==> src/rtl/irq_state_pkg.sv <==
package irq_state_pkg;
  typedef enum logic [1:0] {
    ST_IDLE     = 2'b00,
    ST_PEND     = 2'b01,
    ST_ACT      = 2'b10,
    ST_ACT_PEND = 2'b11
  } src_state_e;

  function automatic src_state_e to_state(input logic pend, input logic act);
    return src_state_e'({act, pend});
  endfunction
endpackage

==> src/rtl/strobe_decode.sv <==
module strobe_decode #(
  parameter int N_SRC = 6,
  parameter int ID_W  = 3
) (
  input  logic             clk_i,
  input  logic             rst_ni,
  input  logic             valid_i,
  input  logic [ID_W-1:0]  id_i,
  output logic [N_SRC-1:0] hit_o
);
  always_comb begin
    hit_o = '0;
    for (int i = 0; i < N_SRC; i++)
      if (valid_i && (32'(id_i) == i)) hit_o[i] = 1'b1;
  end

  // an ID that names no source selects nothing
  a_r10_one_hit: assert property (@(posedge clk_i) disable iff (!rst_ni)
    $onehot0(hit_o));
  a_r10_no_hit_idle: assert property (@(posedge clk_i) disable iff (!rst_ni)
    !valid_i |-> (hit_o == '0));
endmodule

==> src/rtl/line_sampler.sv <==
module line_sampler #(
  parameter int N_SRC = 6
) (
  input  logic             clk_i,
  input  logic             rst_ni,
  input  logic [N_SRC-1:0] irq_i,
  output logic [N_SRC-1:0] irq_q_o,
  output logic [N_SRC-1:0] rise_o
);
  always_ff @(posedge clk_i or negedge rst_ni)
    if (!rst_ni) irq_q_o <= '0;
    else         irq_q_o <= irq_i;

  assign rise_o = irq_i & ~irq_q_o;

  a_r2_rise_from_low: assert property (@(posedge clk_i) disable iff (!rst_ni)
    |rise_o |=> ((irq_q_o & $past(rise_o)) == $past(rise_o)));
endmodule

==> src/rtl/src_state_cell.sv <==
module src_state_cell
  import irq_state_pkg::*;
(
  input  logic       clk_i,
  input  logic       rst_ni,
  input  logic       rise_i,
  input  logic       line_q_i,
  input  logic       level_mode_i,
  input  logic       msg_i,
  input  logic       set_i,
  input  logic       ack_i,
  input  logic       deact_i,
  output src_state_e state_o
);
  logic latch_q, act_q, pend;
  logic ack_ok, deact_ok, edge_ev;

  assign pend     = latch_q | (level_mode_i & line_q_i);
  assign ack_ok   = ack_i & pend & ~act_q;
  assign deact_ok = deact_i & act_q;
  assign edge_ev  = rise_i & ~level_mode_i;

  always_ff @(posedge clk_i or negedge rst_ni) begin
    if (!rst_ni) begin
      latch_q <= 1'b0;
      act_q   <= 1'b0;
    end else begin
      latch_q <= (latch_q & ~ack_ok) | edge_ev | set_i;
      act_q   <= (act_q & ~deact_ok) | (ack_ok & ~msg_i);
    end
  end

  assign state_o = to_state(pend, act_q);

  a_r2_latch_holds: assert property (@(posedge clk_i) disable iff (!rst_ni)
    (latch_q && !ack_ok) |=> latch_q);
  a_r4_ack_activates: assert property (@(posedge clk_i) disable iff (!rst_ni)
    (ack_i && pend && !act_q && !msg_i) |=> act_q);
  a_r6_active_sticks: assert property (@(posedge clk_i) disable iff (!rst_ni)
    (act_q && !deact_i) |=> act_q);
  a_r7_msg_no_active: assert property (@(posedge clk_i) disable iff (!rst_ni)
    $rose(act_q) |-> !$past(msg_i));
  a_r8_set_pends: assert property (@(posedge clk_i) disable iff (!rst_ni)
    set_i |=> latch_q);
  a_r10_ack_while_active: assert property (@(posedge clk_i) disable iff (!rst_ni)
    (ack_i && act_q && !deact_i) |=> act_q);
endmodule

==> src/rtl/irq_state_tracker.sv <==
module irq_state_tracker
  import irq_state_pkg::*;
#(
  parameter int N_SRC = 6,
  parameter int ID_W  = (N_SRC > 1) ? $clog2(N_SRC + 1) : 1
) (
  input  logic             clk_i,
  input  logic             rst_ni,
  input  logic [N_SRC-1:0] irq_i,
  input  logic [N_SRC-1:0] level_mode_i,
  input  logic [N_SRC-1:0] msg_type_i,
  input  logic [N_SRC-1:0] enable_i,
  input  logic             set_valid_i,
  input  logic [ID_W-1:0]  set_id_i,
  input  logic             ack_valid_i,
  input  logic [ID_W-1:0]  ack_id_i,
  input  logic             deact_valid_i,
  input  logic [ID_W-1:0]  deact_id_i,
  output logic [N_SRC-1:0] pend_o,
  output logic [N_SRC-1:0] act_o,
  output logic [N_SRC-1:0] present_o
);
  logic [N_SRC-1:0] set_hit, ack_hit, deact_hit, line_q, rise;

  strobe_decode #(.N_SRC(N_SRC), .ID_W(ID_W)) u_dec_set (
    .clk_i, .rst_ni, .valid_i(set_valid_i), .id_i(set_id_i), .hit_o(set_hit));
  strobe_decode #(.N_SRC(N_SRC), .ID_W(ID_W)) u_dec_ack (
    .clk_i, .rst_ni, .valid_i(ack_valid_i), .id_i(ack_id_i), .hit_o(ack_hit));
  strobe_decode #(.N_SRC(N_SRC), .ID_W(ID_W)) u_dec_deact (
    .clk_i, .rst_ni, .valid_i(deact_valid_i), .id_i(deact_id_i), .hit_o(deact_hit));

  line_sampler #(.N_SRC(N_SRC)) u_lines (
    .clk_i, .rst_ni, .irq_i, .irq_q_o(line_q), .rise_o(rise));

  for (genvar g = 0; g < N_SRC; g++) begin : g_src
    src_state_e st;
    src_state_cell u_cell (
      .clk_i, .rst_ni,
      .rise_i(rise[g]), .line_q_i(line_q[g]),
      .level_mode_i(level_mode_i[g]), .msg_i(msg_type_i[g]),
      .set_i(set_hit[g]), .ack_i(ack_hit[g]), .deact_i(deact_hit[g]),
      .state_o(st));
    assign pend_o[g]    = st[0];
    assign act_o[g]     = st[1];
    assign present_o[g] = (st == ST_PEND) & enable_i[g];

    a_r9_present_gated: assert property (@(posedge clk_i) disable iff (!rst_ni)
      present_o[g] |-> (enable_i[g] && pend_o[g] && !act_o[g]));
    a_r6_deact_keeps_pend: assert property (@(posedge clk_i) disable iff (!rst_ni)
      (deact_hit[g] && act_o[g] && st == ST_ACT_PEND && !ack_hit[g]
       && level_mode_i[g] == 1'b0) |=> pend_o[g] && !act_o[g]);
  end
endmodule

==> config.mk <==
export PLATFORM = sky130hd
export DESIGN_NAME = irq_state_tracker
export DESIGN_NICKNAME = d
export VERILOG_FILES = /design/src/rtl/irq_state_pkg.sv /design/src/rtl/strobe_decode.sv /design/src/rtl/line_sampler.sv /design/src/rtl/src_state_cell.sv /design/src/rtl/irq_state_tracker.sv
export SDC_FILE = /design/constraint.sdc
export NUM_CORES = 1
export LEC_CHECK = 0
export ABC_CLOCK_PERIOD_IN_PS = 1000
export BUFFER_PORTS_ARGS = -buffer_cell sky130_fd_sc_hd__buf_2
export CORE_MARGIN = 3
export CORE_UTILIZATION = 38
export CTS_CLUSTER_SIZE = 28
export DETAILED_ROUTE_END_ITERATION = 16
export PLACE_DENSITY = 0.78
export SLEW_MARGIN = 30
export SYNTH_ARGS = -nofsm -noshare
export SYNTH_HDL_FRONTEND = slang
export SYNTH_SLANG_ARGS = --single-unit
==> constraint.sdc <==
create_clock -name clk_i -period 1 [get_ports clk_i]
set_input_delay 0.05 -clock clk_i [delete_from_list [all_inputs] [get_ports clk_i]]
set_output_delay 0.05 -clock clk_i [all_outputs]
set_load 0.05 [all_outputs]
# --- Yosys cells after proc, flatten, opt, wreduce, memory -nomap -nowiden ---
# Index checks and enable logic that the tools add are counted.
word_totals:
  reg_bits: 18
  latchBits: 0
  mem_bits_rw: 0
  mem_bits_ro: 0
  word_cells: 183
  mem_count: 0
op_classes:
  addsub: 0
  multipliers: 0
  div_mod_pow: 0
  n_lt_le_gt_ge: 0
  n_eq_ne: 21
  n_shift: 0
  muxes: 18
  n_bitwise: 110
  reduce_logical: 21
op_table:
  columns: ["operator", "count"]
  rows:
  - ["$and 1x1->1", 54]
  - ["$not 1->1", 30]
  - ["$or 1x1->1", 24]
  - ["$eq 3x2->1 const B", 6]
  - ["$eq 3x3->1 const B", 6]
  - ["$logic_and 1x1->1", 18]
  - ["$mux 1", 18]
  - ["$eq 2x1->1 const B", 6]
  - ["$eq 3x1->1 const B", 3]
  - ["$logic_not 3->1", 3]
  - ["$and 6x6->6", 1]
  - ["$not 6->6", 1]

# --- Logic depth before layout (Yosys ltp) ---
logic_depth:
  word_depth: 9
  ltp_mapped: 3

# --- Hierarchy ---
# Synthesis repeated with hierarchy kept, for this count alone.
hier_totals:
  cells_unflattened: 102
  area_unflattened_um2: 1189.9
by_module_without_submodules:
  columns: ["module", "instances", "cells_per_inst", "area_each_um2", "seq_area_each_um2"]
  rows:
  - ["src_state_cell", 6, 11, 113.9, 50.0]
  - ["line_sampler", 1, 12, 232.7, 150.1]
  - ["strobe_decode", 3, 6, 73.8, 0.0]
  - ["irq_state_tracker", 1, 6, 52.6, 0.0]

# --- Worst setup path before layout ---
# Ideal clock, no wire load.
synth_path:
  kind: "register -> output"
  start: "register u_lines.irq_q_o[0]"
  end: "output present_o[0]"
  arrival_ns: 1.572
  required_time_ns: 0.950
  setup_slack_ns: -0.622
  stages_incl_launch_ff: 3
  cell_sequence: "dfrtp_1 a21oi_1 nor3b_1"
synth_between:
  elab_chain_cells: 4
synth_lines:
  columns: ["element", "line_no", "text"]
  rows:
  - ["start, declared", "line_sampler.sv:7", "output logic [N_SRC-1:0] irq_q_o,"]
  - ["start signal, assigned", "line_sampler.sv:12", "else irq_q_o <= irq_i;"]
  - ["$and 1x1->1", "src_state_cell.sv:18", "assign pend = latch_q | (level_mode_i & line_q_i);"]
  - ["$or 1x1->1", "src_state_cell.sv:18", null]
  - ["$eq 2x1->1", "irq_state_tracker.sv:45", "assign present_o[g] = (st == ST_PEND) & enable_i[g];"]
  - ["$and 1x1->1", "irq_state_tracker.sv:45", null]
  - ["end, declared", "irq_state_tracker.sv:21", "output logic [N_SRC-1:0] present_o"]
# No other way between the ends.

# --- Worst setup path after layout ---
layout_path:
  start: "register g_src[1].u_cell.act_q"
  end: "register g_src[1].u_cell.latch_q"
layout_between:
  elab_chain_cells: 6
layout_lines:
  columns: ["element", "line_no", "text"]
  rows:
  - ["start, declared", "src_state_cell.sv:15", "logic latch_q, act_q, pend;"]
  - ["start signal, assigned", "src_state_cell.sv:29", "act_q <= (act_q & ~deact_ok) | (ack_ok & ~msg_i);"]
  - ["$not 1->1", "src_state_cell.sv:19", "assign ack_ok = ack_i & pend & ~act_q;"]
  - ["$and 1x1->1", "src_state_cell.sv:19", null]
  - ["$not 1->1", "src_state_cell.sv:28", "latch_q <= (latch_q & ~ack_ok) | edge_ev | set_i;"]
  - ["$and 1x1->1", "src_state_cell.sv:28", null]
  - ["$or 1x1->1 (2 in series)", "src_state_cell.sv:28", null]
  - ["end signal, assigned", "src_state_cell.sv:28", null]
  - ["end, declared", "src_state_cell.sv:15", null]
# No other way between the ends.

==> flow_summary.yaml <==
floorplan:
  die_h_um: 56.4
  core-area_um2: 2320
  die_x_um: 56.4
  rows: 17
  initial_core_util_pct: 41.7
  die-area_um2: 3180
  io_pins: 56
worst_hold_path:
  min_path_type: "primary input to flop"
  min_delay_path_depth: 2
  hold-path-endpoint: "g_src[2].u_cell.latch_q"
  worstHoldStart: "set_id_i[0]"
global_routing:
  gr-total-overflow: 0
  grt_pass1_vias: 1142
  grt_pass1_wl_um: 5330
  antenna_found_initial: 0
  gr-usage-all-layers_pct: 20.9
  grt_max_degree: 19
cells_and_area:
  fin_cells: 204
  final_common_cell: "buf_2"
  layout-drive-gt1-share_pct: 59.7
  fin_nets: 215
  post-route-util_pct: 79.2
  antenna_cells: 0
  final_cell_mix: "buf_2, buf_6, dfrtp_1, dlygate4sd3_1, buf_4"
  area_growth_syn_to_layout_pct: 90.0
logic_synthesis:
  yosysSeqAreaShare_pct: 46.6
  ys_ff_latch: 18
  synth_nets: 136
  synth_area_per_cell_um2: 9.86
  yosys_warnings: 0
  yosys.area.top_type_share_pct: 46.6
  yosysTopAreaCell: "dfrtp_1"
  synth_area_leaders: "dfrtp_1, buf_4, nor3b_1"
  yosys.cell_types.count: 20
  syn_inst: 98
  syn_area_um2: 966
power:
  p_total_w: 0.00303
  p_per_area_nw_per_um2: 1650
  leakagePower_nw: 0.817
  ir_drop_v: 0.00123
sta:
  fin_ws_ns: -0.280
  whs_ns: 0.0199
  layout_worst_path_cycle_share_pct: 128
  timing.fmax_ghz: 0.781
  min_period_ns: 1.28
  setup_viol: 23
  slew_headroom_pct: 65.7
  report.final.slew_viol_count: 0
  setup_tns_ns: -3.39
  hold_viol: 0
  finClkSkew_ns: 0.00669
  grt_setup_unrepaired: "yes"
  tightest_slew_ns: 0.508
detailed_routing:
  drc_errors: 0
  ant_nets: 0
  totalWireLength_um: 3230
  drt_iter0_markers: 26
  vias: 1098
  avgRoutedWirePerCell_um: 15.8
  via_per_inst: 5.38
  dr.pass1.iters: 4
critical_path:
  required_ns: 1.18
  cp_max_fo: 2
  critPathLaunchType: "flop"
  r2r-start: "g_src[1].u_cell.act_q"
  cp-end-kind: "flop"
  crit_chain: "buf_4 > nor4b_2 > nand2_1 > a221o_1"
  path_buf_inv: 1
  cp_slowest_cell: "dfrtp_1"
  critical-path-top-delay-family: "flip-flops"
  max_stage_delay_ns: 0.41
  cp_data_arrival_time_ns: 1.46
  crit_type: "flop to flop"
  rrSetupSlack_ns: -0.28
  reg2reg_to: "g_src[1].u_cell.latch_q"
  reg2reg_depth: 4
placed_design:
  place.port_buffers: 55
  dp_hpwl_um: 2140
  place.gp.congestion: 0.793
  dp.cells: 178
clock_network:
  cts.sinks: 18
  clock_path_buffers: 2
  cts_buffers: 3
  path_clk_slew_ns: 0.11
  clkLatencyLatePin_ns: 0.29
  cts_tree: "built"
  clockRootBuffer: "clkbuf_4"
  cts_htree_levels: 1
run:
  cap_violations: 0
outcome:
  status: "complete, but fails checks"
  violations: "setup timing"
-- final cells by class --
type	instances	area (um2)
Timing Repair Buffer	86	702
Multi-Input combinational cell	58	569
Fill cell	141	483
Sequential cell	18	455
Inverter	10	37.5
Clock buffer	4	36.3
Tap cell	28	35.0
-- metrics by stage --
step	setup slack, ns	instance area (um2)
after detailed placement	-0.133	1320
after global routing	-0.316	1840
after CTS	-0.253	1730
final	-0.280	1840
after floorplan	-0.139	1030
after global placement	-0.0609	1320
-- flip-flops by register name, summed over array words and instances, names as in the netlist --
register              flops
g_src.u_cell.act_q        6
g_src.u_cell.latch_q      6
u_lines.irq_q_o           6
-- worst max-delay path by stage --
stage	from	slack (ns)	end	cells past startpoint
finish	g_src[1].u_cell.act_q	-0.28	g_src[1].u_cell.latch_q	4
detailed placement	g_src[1].u_cell.act_q	-0.13	g_src[1].u_cell.latch_q	3
CTS	g_src[0].u_cell.act_q	-0.25	present_o[0]	3
global route	g_src[0].u_cell.act_q	-0.32	present_o[0]	3
floorplan	u_lines.irq_q_o[0]	-0.14	present_o[0]	2
global placement	g_src[1].u_cell.act_q	-0.06	g_src[1].u_cell.latch_q	3
-- metal layers --
layer  wire (um)  up-vias  global-route usage, %
met5           0        -                      0
met4          50        0                   5.08
met3         225        8                   3.91
met2        1790       57                   39.1
met1        1170      524                   24.4
li1            -      509                      -
-- kinds of logic after synthesis --
| family | after synthesis | synth area share (%) |
|---|---|---|
| and+or+nand+nor | 31 | 21.5 |
| AOI/OAI and AO/OA | 27 | 18.7 |
| buffers and inverters | 22 | 13.2 |
| DFF | 18 | 46.6 |
-- report_power, final --
| part | switching [W] | internal, W |
|---|---|---|
| clock | 0.000225 | 0.000221 |
| combinational | 0.000864 | 0.000742 |
| sequential | 0.000135 | 0.000839 |
-- cells in the mapped netlist --
library cell / count
nand3b_1: 3
buf_4: 12
nor4b_2: 1
dfrtp_1: 18
nand2_1: 5
nand3_1: 2
o31ai_1: 2
a21oi_1: 6
o41ai_1: 6
nor2_1: 5
a221o_1: 2
a22oi_1: 1
nand4b_1: 3
nand4bb_1: 2
nor4b_1: 1
nor3_1: 1
o21ai_0: 8
o211ai_1: 2
nor3b_1: 8
inv_1: 10
-- repair_timing --
| item | 4_1_cts | 5_1_grt |
|---|---|---|
| gates resized for setup | 61 | 21 |
| pin swaps | 7 | 3 |
| hold buffers | 13 | 0 |
| endpoints found under the setup margin | 26 | 27 |
| buffers inserted | 6 | 9 |
| endpoints found under the hold margin | 33 | 0 |
(Power assumes the default switching activity.)
